## src/rtl/i2c_bit_pkg.sv

```systemverilog
package i2c_bit_pkg;

  typedef enum logic [2:0] {
    OP_RECOVER = 3'd0,
    OP_START   = 3'd1,
    OP_STOP    = 3'd2,
    OP_WRITE   = 3'd3,
    OP_READ    = 3'd4
  } opcode_e;

  typedef enum logic [2:0] {
    PH_IDLE,
    PH_RECOV,
    PH_START,
    PH_STOP,
    PH_BITS,
    PH_TAIL
  } phase_e;

  // Strobes sent from the control to the datapath
  typedef struct packed {
    logic restart;
    logic sclLow;
    logic sclHigh;
    logic sdaRel;
    logic sdaLow;
    logic sdaPut;
    logic loadTx;
    logic shiftTx;
    logic shiftRx;
    logic sampleAck;
    logic loadRx;
  } strobe_t;

endpackage

```

## src/rtl/i2c_bit_dp.sv

```systemverilog
module i2c_bit_dp
  import i2c_bit_pkg::*;
#(
  parameter int TICK_DIV  = 250,
  parameter int BYTE_BITS = 8
) (
  input  logic                 clk,
  input  logic                 rstN,
  input  strobe_t              stb,
  input  logic [BYTE_BITS-1:0] cmdData,
  input  logic                 sdaIn,
  output logic                 tick,
  output logic                 sclOut,
  output logic                 sdaOe,
  output logic [BYTE_BITS-1:0] rxByte,
  output logic                 ackN
);

  localparam int TW = (TICK_DIV > 1) ? $clog2(TICK_DIV) : 1;
  localparam logic [TW-1:0] TICK_LAST = TW'(TICK_DIV - 1);

  logic [TW-1:0]        tickCnt;
  logic                 sdaMeta, sdaSync;
  logic                 sclR, sdaOeR;
  logic [BYTE_BITS-1:0] txShift, rxShift;

  assign tick = (tickCnt == TICK_LAST);

  // quarter-period enable, restarted on every accepted command
  always_ff @(posedge clk or negedge rstN) begin
    if (!rstN)                  tickCnt <= '0;
    else if (stb.restart || tick) tickCnt <= '0;
    else                        tickCnt <= tickCnt + 1'b1;
  end

  // two-flop synchroniser on the SDA input
  always_ff @(posedge clk or negedge rstN) begin
    if (!rstN) begin
      sdaMeta <= 1'b1;
      sdaSync <= 1'b1;
    end else begin
      sdaMeta <= sdaIn;
      sdaSync <= sdaMeta;
    end
  end

  // line drivers
  always_ff @(posedge clk or negedge rstN) begin
    if (!rstN) begin
      sclR   <= 1'b1;
      sdaOeR <= 1'b0;
    end else begin
      if (stb.sclHigh)     sclR <= 1'b1;
      else if (stb.sclLow) sclR <= 1'b0;
      if (stb.sdaLow)      sdaOeR <= 1'b1;
      else if (stb.sdaRel) sdaOeR <= 1'b0;
      else if (stb.sdaPut) sdaOeR <= ~txShift[BYTE_BITS-1];
    end
  end

  // shifters and result registers
  always_ff @(posedge clk or negedge rstN) begin
    if (!rstN) begin
      txShift <= '0;
      rxShift <= '0;
      rxByte  <= '0;
      ackN    <= 1'b1;
    end else begin
      if (stb.loadTx)       txShift <= cmdData;
      else if (stb.shiftTx) txShift <= {txShift[BYTE_BITS-2:0], 1'b0};
      if (stb.shiftRx)      rxShift <= {rxShift[BYTE_BITS-2:0], sdaSync};
      if (stb.loadRx)       rxByte  <= rxShift;
      if (stb.sampleAck)    ackN    <= sdaSync;
    end
  end

  assign sclOut = sclR;
  assign sdaOe  = sdaOeR;

  // sampling only while the clock line is high
  p_sample_scl_high_r7: assert property (@(posedge clk) disable iff (!rstN)
    (stb.shiftRx || stb.sampleAck) |-> sclR);

  // data bits are placed only while the clock line is low
  p_put_scl_low_r6: assert property (@(posedge clk) disable iff (!rstN)
    stb.sdaPut |-> !sclR);

  generate
    if (TICK_DIV > 1) begin : g_tickChk
      p_tick_spaced_r3: assert property (@(posedge clk) disable iff (!rstN)
        tick |=> !tick);
    end
  endgenerate

endmodule

```

## src/rtl/i2c_bit_ctrl.sv

```systemverilog
module i2c_bit_ctrl
  import i2c_bit_pkg::*;
#(
  parameter int BYTE_BITS  = 8,
  parameter int RECOV_CLKS = 9
) (
  input  logic    clk,
  input  logic    rstN,
  input  logic    cmdValid,
  input  logic [2:0] cmdOp,
  input  logic    cmdAckLvl,
  input  logic    tick,
  output logic    busy,
  output logic    done,
  output phase_e  phase,
  output strobe_t stb
);

  localparam int MAXCNT = (BYTE_BITS > RECOV_CLKS) ? BYTE_BITS : RECOV_CLKS;
  localparam int CW     = $clog2(MAXCNT + 1);
  localparam logic [CW-1:0] LAST_BIT   = CW'(BYTE_BITS);
  localparam logic [CW-1:0] LAST_RECOV = CW'(RECOV_CLKS - 1);

  phase_e        phaseN;
  logic [2:0]    stepCnt, stepN;
  logic [CW-1:0] bitCnt, bitN;
  logic          isRead, ackLvl, busyR, doneR;
  logic          accept, legal, finish, lastSlot;

  assign legal    = (cmdOp <= 3'(OP_READ));
  assign accept   = cmdValid && !busyR && legal;
  assign lastSlot = (bitCnt == LAST_BIT);

  always_comb begin
    stb    = '0;
    finish = 1'b0;
    phaseN = phase;
    stepN  = stepCnt;
    bitN   = bitCnt;
    if (accept) begin
      stb.restart = 1'b1;
      stepN = '0;
      bitN  = '0;
      case (cmdOp)
        3'(OP_RECOVER): begin
          phaseN = PH_RECOV;
          stb.sclHigh = 1'b1;
          stb.sdaRel  = 1'b1;
        end
        3'(OP_START): phaseN = PH_START;
        3'(OP_STOP):  phaseN = PH_STOP;
        3'(OP_WRITE): begin
          phaseN = PH_BITS;
          stb.loadTx = 1'b1;
        end
        default: phaseN = PH_BITS;
      endcase
    end else if (tick) begin
      stepN = stepCnt + 3'd1;
      case (phase)
        PH_START: begin
          case (stepCnt)
            3'd0:    stb.sdaRel  = 1'b1;
            3'd1:    stb.sclHigh = 1'b1;
            3'd2:    stb.sdaLow  = 1'b1;
            default: finish = 1'b1;
          endcase
        end
        PH_STOP: begin
          case (stepCnt)
            3'd0:    stb.sclLow  = 1'b1;
            3'd1:    stb.sdaLow  = 1'b1;
            3'd2:    stb.sclHigh = 1'b1;
            3'd3:    stb.sdaRel  = 1'b1;
            default: finish = 1'b1;
          endcase
        end
        PH_RECOV: begin
          case (stepCnt[1:0])
            2'd0: stb.sclLow  = 1'b1;
            2'd2: stb.sclHigh = 1'b1;
            2'd3: begin
              stepN = '0;
              if (bitCnt == LAST_RECOV) begin
                phaseN = PH_STOP;
                bitN   = '0;
              end else begin
                bitN = bitCnt + 1'b1;
              end
            end
            default: ;
          endcase
        end
        PH_BITS: begin
          if (isRead && !lastSlot) begin
            case (stepCnt[1:0])
              2'd0: begin
                stb.sclLow = 1'b1;
                stb.sdaRel = 1'b1;
              end
              2'd1: stb.sclHigh = 1'b1;
              default: begin
                stb.shiftRx = 1'b1;
                stepN = '0;
                bitN  = bitCnt + 1'b1;
              end
            endcase
          end else begin
            case (stepCnt[1:0])
              2'd0: stb.sclLow = 1'b1;
              2'd1: begin
                if (!lastSlot)               stb.sdaPut = 1'b1;
                else if (isRead && !ackLvl)  stb.sdaLow = 1'b1;
                else                         stb.sdaRel = 1'b1;
              end
              2'd2: stb.sclHigh = 1'b1;
              default: begin
                stepN = '0;
                if (lastSlot) phaseN = PH_TAIL;
                else begin
                  stb.shiftTx = 1'b1;
                  bitN = bitCnt + 1'b1;
                end
              end
            endcase
          end
        end
        PH_TAIL: begin
          if (stepCnt == 3'd0) begin
            stb.sclLow    = 1'b1;
            stb.sampleAck = 1'b1;
          end else begin
            finish     = 1'b1;
            stb.loadRx = isRead;
          end
        end
        default: ;
      endcase
      if (finish) phaseN = PH_IDLE;
    end
  end

  always_ff @(posedge clk or negedge rstN) begin
    if (!rstN) begin
      phase   <= PH_IDLE;
      stepCnt <= '0;
      bitCnt  <= '0;
      isRead  <= 1'b0;
      ackLvl  <= 1'b1;
      busyR   <= 1'b0;
      doneR   <= 1'b0;
    end else begin
      phase   <= phaseN;
      stepCnt <= stepN;
      bitCnt  <= bitN;
      doneR   <= finish;
      if (accept) begin
        isRead <= (cmdOp == 3'(OP_READ));
        ackLvl <= cmdAckLvl;
        busyR  <= 1'b1;
      end else if (finish) begin
        busyR  <= 1'b0;
      end
    end
  end

  assign busy = busyR;
  assign done = doneR;

  p_done_single_r11: assert property (@(posedge clk) disable iff (!rstN)
    done |=> !done);

  p_done_not_busy_r11: assert property (@(posedge clk) disable iff (!rstN)
    done |-> !busy);

  p_busy_from_legal_r2: assert property (@(posedge clk) disable iff (!rstN)
    $rose(busy) |-> ($past(cmdValid) && ($past(cmdOp) <= 3'(OP_READ))));

endmodule

```

## src/rtl/i2c_bit_master.sv

```systemverilog
module i2c_bit_master
  import i2c_bit_pkg::*;
#(
  parameter int TICK_DIV   = 250,
  parameter int BYTE_BITS  = 8,
  parameter int RECOV_CLKS = 9
) (
  input  logic                 clk,
  input  logic                 rstN,
  input  logic                 cmdValid,
  input  logic [2:0]           cmdOp,
  input  logic [BYTE_BITS-1:0] cmdData,
  input  logic                 cmdAckLvl,
  output logic                 busy,
  output logic                 done,
  output logic [BYTE_BITS-1:0] rxByte,
  output logic                 ackN,
  output logic                 sclOut,
  output logic                 sdaOe,
  input  logic                 sdaIn
);

  strobe_t stb;
  phase_e  phase;
  logic    tick;

  i2c_bit_ctrl #(
    .BYTE_BITS (BYTE_BITS),
    .RECOV_CLKS(RECOV_CLKS)
  ) u_ctrl (
    .clk      (clk),
    .rstN     (rstN),
    .cmdValid (cmdValid),
    .cmdOp    (cmdOp),
    .cmdAckLvl(cmdAckLvl),
    .tick     (tick),
    .busy     (busy),
    .done     (done),
    .phase    (phase),
    .stb      (stb)
  );

  i2c_bit_dp #(
    .TICK_DIV (TICK_DIV),
    .BYTE_BITS(BYTE_BITS)
  ) u_dp (
    .clk    (clk),
    .rstN   (rstN),
    .stb    (stb),
    .cmdData(cmdData),
    .sdaIn  (sdaIn),
    .tick   (tick),
    .sclOut (sclOut),
    .sdaOe  (sdaOe),
    .rxByte (rxByte),
    .ackN   (ackN)
  );

  // SDA moves under a high SCL only for bus conditions
  p_sda_moves_scl_low_r6: assert property (@(posedge clk) disable iff (!rstN)
    (!$stable(sdaOe) && sclOut && $past(sclOut)) |->
      (phase == PH_START || phase == PH_STOP || phase == PH_RECOV));

endmodule

```

## config.mk

```make
export PLATFORM = sky130hd
export DESIGN_NAME = i2c_bit_master
export DESIGN_NICKNAME = d
export VERILOG_FILES = /design/src/rtl/i2c_bit_pkg.sv /design/src/rtl/i2c_bit_dp.sv /design/src/rtl/i2c_bit_ctrl.sv /design/src/rtl/i2c_bit_master.sv
export SDC_FILE = /design/constraint.sdc
export NUM_CORES = 1
export LEC_CHECK = 0
export BUFFER_PORTS_ARGS = -buffer_cell sky130_fd_sc_hd__buf_4
export CAP_MARGIN = 30
export CORE_MARGIN = 1.5
export CORE_UTILIZATION = 55
export DETAILED_ROUTE_END_ITERATION = 16
export PLACE_DENSITY = 0.75
export SLEW_MARGIN = 20
export SYNTH_ARGS = -nofsm -noshare
export SYNTH_HDL_FRONTEND = slang
export SYNTH_SLANG_ARGS = --single-unit
```

## constraint.sdc

```tcl
create_clock -name clk -period 2.44 [get_ports clk]
set_input_delay 0.366 -clock clk [delete_from_list [all_inputs] [get_ports clk]]
set_output_delay 0.366 -clock clk [all_outputs]
set_load 0.1 [all_outputs]
```

* Word-level counts from Yosys, hierarchy flattened
Index checks and enable logic that the tools add are counted.
** Cells by class
- $mul :: 0
- Eq/ne operators :: 26
- Reduce and logical (&&, ||, !) cells :: 25
- Mux-type cells :: 79
- Shift operators :: 0
- Order comparisons :: 1
- Add/subtract/negate cells :: 3
- Bitwise logic cells :: 1
- Div/mod/pow operators :: 0
** Operator list (count)
- 2-to-1 mux 3 bit :: 15
- 2-to-1 mux 4 bit :: 10
- 2-to-1 mux 1 bit :: 34
- 2-to-1 mux 8 bit :: 3
- equality test 3 x 2 -> 1 bit, second input constant :: 6
- 2-to-1 mux 2 bit :: 8
- inequality test 4 x 2 -> 1 bit, second input constant :: 3
- inequality test 4 x 3 -> 1 bit, second input constant :: 3
- one-hot mux 3 bit (2 select lines) :: 2
- equality test 3 x 1 -> 1 bit, second input constant :: 3
- equality test 3 bit, second input constant :: 3
- one-hot mux 3 bit (3 select lines) :: 1
- adder 8 x 1 -> 8 bit, second input constant :: 1
- equality test 8 bit, second input constant :: 1
- inequality test 4 x 1 -> 1 bit, second input constant :: 2
- one-hot mux 4 bit (2 select lines) :: 1
- nonzero test 2 bit :: 4
- AND reduction 7 bit :: 1
- zero test 3 bit :: 2
- one-hot mux 1 bit (3 select lines) :: 2
- one-hot mux 2 bit (3 select lines) :: 1
- AND reduction 6 bit :: 1
- nonzero test 3 bit :: 2
- OR reduction 3 bit :: 2
- 17 further kinds :: 24
** Word-level totals
- Input bits :: 16
- Bits in read-only memories :: 0
- Logic and storage cells :: 151
- Latch bits :: 0
- Bits in writable memories :: 0
- Output and inout port bits :: 13
- Flip-flop bits (word level) :: 51
- Memories :: 0

* Depth between registers and ports, before layout
- Word-level depth :: 12
- Gate-level depth with buffers :: 8
- Depth with buffers taken out :: 7

* Modules after synthesis
A second synthesis with hierarchy kept.
** Unflattened totals
- Cells, all modules :: 273
- Area total of the unflattened synthesis :: 2790.2 µm²
** By module, submodules not included
- i2c_bit_dp :: sequential area each 930.9 µm², times used 1, area an instance 1540.2 µm², cells an instance 120
- i2c_bit_ctrl :: sequential area each 351.6 µm², times used 1, area an instance 1249.9 µm², cells an instance 153

* Worst setup path before layout
No wires, ideal clock.
- Path kind :: register to register
- Start :: register u_ctrl.busyR, in the netlist u_ctrl.busy
- End :: register u_dp.txShift[1]
- Setup slack :: 26 ps
- Stages on the path, launching flop included :: 6
- Arrival time :: 2277 ps
- Setup time :: 137 ps
- Buffers on the path :: 0
- Required time :: 2303 ps
- Clock period less this slack :: 2414 ps
- Path through :: dfrtp_1 -> nor2b_1 -> a2111oi_4 -> nand2_1 -> mux2i_1 -> a21oi_1
** Between the ends
- Longest elaborated chain between the ends :: 5
- Elaborated cells on any way between the ends :: 7
- Those cells by class :: 3 x mux; 4 x reduce/logical
** RTL lines
- start, declared :: RTL line i2c_bit_ctrl.sv:27 : logic isRead, ackLvl, busyR, doneR;
- start signal, assigned :: RTL line i2c_bit_ctrl.sv:150 : busyR <= 1'b0;
- start signal, assigned :: RTL line i2c_bit_ctrl.sv:160 : busyR <= 1'b1;
- start signal, assigned :: RTL line i2c_bit_ctrl.sv:162 : busyR <= 1'b0;
- zero test 1 bit (*) :: RTL line i2c_bit_ctrl.sv:31 : assign accept = cmdValid && !busyR && legal;
- logical AND 1 bit (*) (2 in a row) :: RTL line i2c_bit_ctrl.sv:31
- 2-to-1 mux 1 bit or 2-to-1 mux 4 bit (tied branches) :: RTL line i2c_bit_ctrl.sv:40 : if (accept) begin
- 2-to-1 mux 8 bit or nonzero test 2 bit (tied branches)
- end signal, assigned :: RTL line i2c_bit_dp.sv:69 : if (stb.loadTx) txShift <= cmdData;
- end signal, assigned :: RTL line i2c_bit_dp.sv:70 : else if (stb.shiftTx) txShift <= {txShift[BYTE_BITS-2:0], 1'b0};
- end, declared :: RTL line i2c_bit_dp.sv:25 : logic [BYTE_BITS-1:0] txShift, rxShift;
Mark *: on every way between the ends. The rest lies on a longest branch, timed or not.
A chain may end at the register's enable or synchronous reset.

* Worst setup path in the final report
- Start :: register u_ctrl.stepCnt[0]
- End :: register u_ctrl.bitCnt[3]
** Between the ends
- Longest elaborated chain between the ends :: 4
- Elaborated cells on any way between the ends :: 10
- Those cells by class :: 6 x eq/ne; 4 x reduce/logical
** RTL lines
- start, declared :: RTL line i2c_bit_ctrl.sv:25 : logic [2:0] stepCnt, stepN;
- start signal, assigned :: RTL line i2c_bit_ctrl.sv:154 : stepCnt <= stepN;
- equality test 2 x 1 -> 1 bit (tied with other cells) :: RTL line i2c_bit_ctrl.sv:96, i2c_bit_ctrl.sv:109
- OR reduction 3 bit (no source line) or OR reduction 2 bit (tied branches)
- inequality test 4 x 2 -> 1 bit (no source line) or inequality test 4 x 3 -> 1 bit (tied branches)
- AND reduction 6 bit (no source line) (*)
- end signal, assigned :: RTL line i2c_bit_ctrl.sv:155 : bitCnt <= bitN;
- end, declared :: RTL line i2c_bit_ctrl.sv:26 : logic [CW-1:0] bitCnt, bitN;
Marked as above.

==> out/qor.json <==
{
  "status": {
    "run_status": "finished, final reports clean"
  },
  "run": {
    "maxCapViolCount": 0
  },
  "grt": {
    "grt_pass1_wl_um": 9190,
    "grt.total_usage": 0.2197,
    "grt_remaining_overflow": 0,
    "grt_antenna_before_repair": 0,
    "via_count_of_the_first_global_routing_pass": 1994,
    "pin_count_of_the_biggest_net_entering_global_routing": 52
  },
  "place": {
    "hpwl_um": 3908,
    "gp_routability_congestion": 0.9332,
    "placedInstanceArea_um2": 3102,
    "place.port_buffers": 28
  },
  "synth": {
    "main_combinational_cell_family_by_area_after_synthesis": "simple AND/OR/NAND/NOR gates",
    "proportion_of_synthesized_chip_area_in_sequential_cells": 0.4582,
    "synth.distinct_cells": 54,
    "synth-edff-count": 0,
    "async_flop_share": 1.000,
    "synth_fa_ha_area_frac": 0.04917,
    "synth_seq_cells": 51,
    "netlist_area_um2": 2799,
    "synth.top_cell.area_share": 0.4113,
    "syn-instance-count": 275,
    "synth_area_leader_cell": "dfrtp_1",
    "synthXorXnorAreaFrac": 0.02503,
    "synth_mux_area_frac": 0.1046,
    "synth_simple_gate_area_share": 0.1784,
    "syn_avg_cell_area_um2": 10.18,
    "postSynthNetCount": 302,
    "synth-main-ff-cell": "dfrtp_1",
    "fraction_of_the_mapped_netlist_area_in_compound_gates": 0.1515,
    "ys_top_cells_by_area": "dfrtp_1, mux2_2, ha_1",
    "synth_warnings": 0
  },
  "clocking": {
    "cts_tree": "done",
    "clkTransAtPathRegs_ns": 0.09,
    "clock_tree.root_cell": "clkbuf_8",
    "htreeDepth": 2,
    "cts_buffer_depth": 2,
    "clk-insertion-delay-late_ns": 0.31,
    "total_of_hold_buffers_inserted_after_clock_tree_synthesis": 0,
    "post_cts_sizing": 0,
    "cts.sink_count": 51,
    "clock_buffers_created_by_tritoncts": 5,
    "post_cts_buffers": 0
  },
  "timing": {
    "maximum_frequency_from_static_timing_analysis_ghz": 0.4564,
    "slew_viol_final": 0,
    "fin_skew_ns": 0.006814,
    "setup-tns-final_ns": 0,
    "fin_crit_sh": 0.8981,
    "tightestPinTransition_ns": 0.6789,
    "period_needed_ns": 2.191,
    "rsz0062_at_grt": "false",
    "setup_violations": 0,
    "maxSlewHeadroom": 0.5432,
    "finalHoldViolCount": 0
  },
  "worst_setup_path": {
    "worst-path-max-fanout": 6,
    "crit_path_start_kind": "register",
    "worst-endpoint-arrival_ns": 2.39,
    "worstSetupPathType": "register to register",
    "critPathRequiredTime_ns": 2.64,
    "end_kind": "register"
  },
  "final_layout": {
    "final_cell_mix": "dfrtp_1, buf_4, nor2_1",
    "area_growth_syn_to_layout_pct": 14.75,
    "finish.instance_area_um2": 3212,
    "layout_commonest_cell": "dfrtp_1",
    "final_nets": 333,
    "layout-drive-gt1-share": 0.2410,
    "final_core_utilization": 0.6668,
    "num-fill-cells": 420,
    "n_antenna_cell": 0
  },
  "floorplanning": {
    "design.core.area_um2": 4817,
    "die_x_um": 74.34,
    "floorplan.die.height_um": 74.34,
    "die-area_um2": 5526,
    "starting_density_of_the_core": 0.5810,
    "rows": 25,
    "top_level_ports": 29
  },
  "detailed_routing": {
    "vias_per_cell": 5.765,
    "drt-total-wl_um": 5460,
    "detailroute.via_count": 2156,
    "detail-route-antenna-nets": 0,
    "drt-wirelength-per-cell_um": 14.60,
    "initialDrtViolationCount": 136,
    "post-route-drc-count": 0,
    "drtPass1Iterations": 4
  },
  "power_and_ir_drop": {
    "comb_power_share": 0.304,
    "power_leakage_nw": 1.529,
    "areal_power_density_over_the_cells_nw_per_um2": 749.7,
    "p_sw_w": 0.0007963,
    "worst_ir_drop_vdd_mv": 0.6180,
    "sequentialPowerShare": 0.455,
    "share_clk_of_total_power": 0.242,
    "internal_power_w": 0.001612,
    "switching_share": 0.3307
  },
  "hold_path": {
    "hold_class": "input pin to asynchronous set/reset pin"
  }
}
-- routing by layer --
metal,vias to the layer above,part of all wire,GRT usage
met4,0,0.014,0.07273
met5,-,0,0
met2,65,0.50,0.3542
met3,7,0.063,0.05014
li1,1046,-,-
met1,1038,0.43,0.2949
-- kinds of logic (layout without fill, tap and decap cells) --
family,count (synthesis),count (layout)
muxes,27,27
and+or+nand+nor,95,95
AOI/OAI and AO/OA,60,60
DFF,51,51
adders and majority gates,11,11
xor gates and xnor gates,8,8
buffers and inverters,23,55
-- worst max-delay path, stage by stage, from the launching register on --
cell      delay (ns)
dfrtp_1         0.42
inv_1           0.10
ha_1            0.28
or3b_2          0.47
a211oi_1        0.22
o21ai_0         0.16
and2_1          0.25
a21o_1          0.17
-- sequential cells by signal (all words and copies together), names as in the netlist --
register and count:
u_dp.rxByte 8, u_dp.rxShift 8, u_dp.tickCnt 8, u_dp.txShift 8, u_ctrl.bitCnt 4, u_ctrl.phase 3
u_ctrl.stepCnt 3, u_ctrl.ackLvl 1, u_ctrl.busy 1, u_ctrl.done 1, u_ctrl.isRead 1, u_dp.ackN 1
u_dp.sclOut 1, u_dp.sdaMeta 1, u_dp.sdaOe 1, u_dp.sdaSync 1
-- final timing paths --
check	startpoint	end	slack, ns	cells past startpoint
worst max-delay path	u_ctrl.stepCnt[0]	u_ctrl.bitCnt[3]	0.25	7
worst min-delay path	rstN	u_ctrl.bitCnt[0]	0.06	1
worst max register to register	u_ctrl.stepCnt[0]	u_ctrl.bitCnt[3]	0.25	7
worst min register to register	u_dp.sdaMeta	u_dp.sdaSync	0.36	0
max in group asynchronous	rstN	u_ctrl.bitCnt[2]	1.93	1
min in group clk	sdaIn	u_dp.sdaMeta	0.16	1
-- power groups by stage --
stage / Combinational [W] / Sequential (W) / Clock, W
CTS: 0.000733 / 0.00110 / 0.000601
floorplan: 0.000512 / 0.00111 / 0
finish: 0.000731 / 0.00109 / 0.000582
global route: 0.000820 / 0.00112 / 0.000636
detailed placement: 0.000728 / 0.00111 / 0
global placement: 0.000714 / 0.00111 / 0
-- final cells by class --
cell class / instances / area (um2) / share of cell area
clock inverters: 2 / 37.54 / 0.01169
multi-input cells: 201 / 1424 / 0.4433
inverters: 11 / 41.29 / 0.01286
well taps: 67 / 83.83 / 0.02610
flip-flops and latches: 51 / 1282 / 0.3993
repair buffers: 36 / 270.3 / 0.08414
clock buffers: 6 / 72.57 / 0.02259
-- synth_stat cells, types with 3 or more instances --
library cell	instances
dfrtp_1	46
nor2_1	26
nand2_1	20
a21oi_1	19
mux2_2	18
ha_1	11
inv_1	11
o21ai_0	10
mux2i_1	9
nand3_1	9
clkbuf_1	7
nand2b_1	7
dfstp_2	5
xnor2_1	5
and2_1	4
buf_2	4
nor2b_1	4
nor3_1	4
a211o_1	3
a21o_1	3
nand3b_1	3
xor2_1	3
-- metrics by stage --
stage	hold slack [ns]	setup WS, ns	total power [W]	instances
floorplan	0.07041	0.02625	0.001626	275
global route	0.1387	0.1039	0.002572	374
global placement	0.3459	0.3306	0.001819	366
detailed placement	0.3530	0.2769	0.001838	366
CTS	0.09513	0.2464	0.002430	374
finish	0.06001	0.2487	0.002408	374
Note: power is estimated with default switching activity, not from simulation.
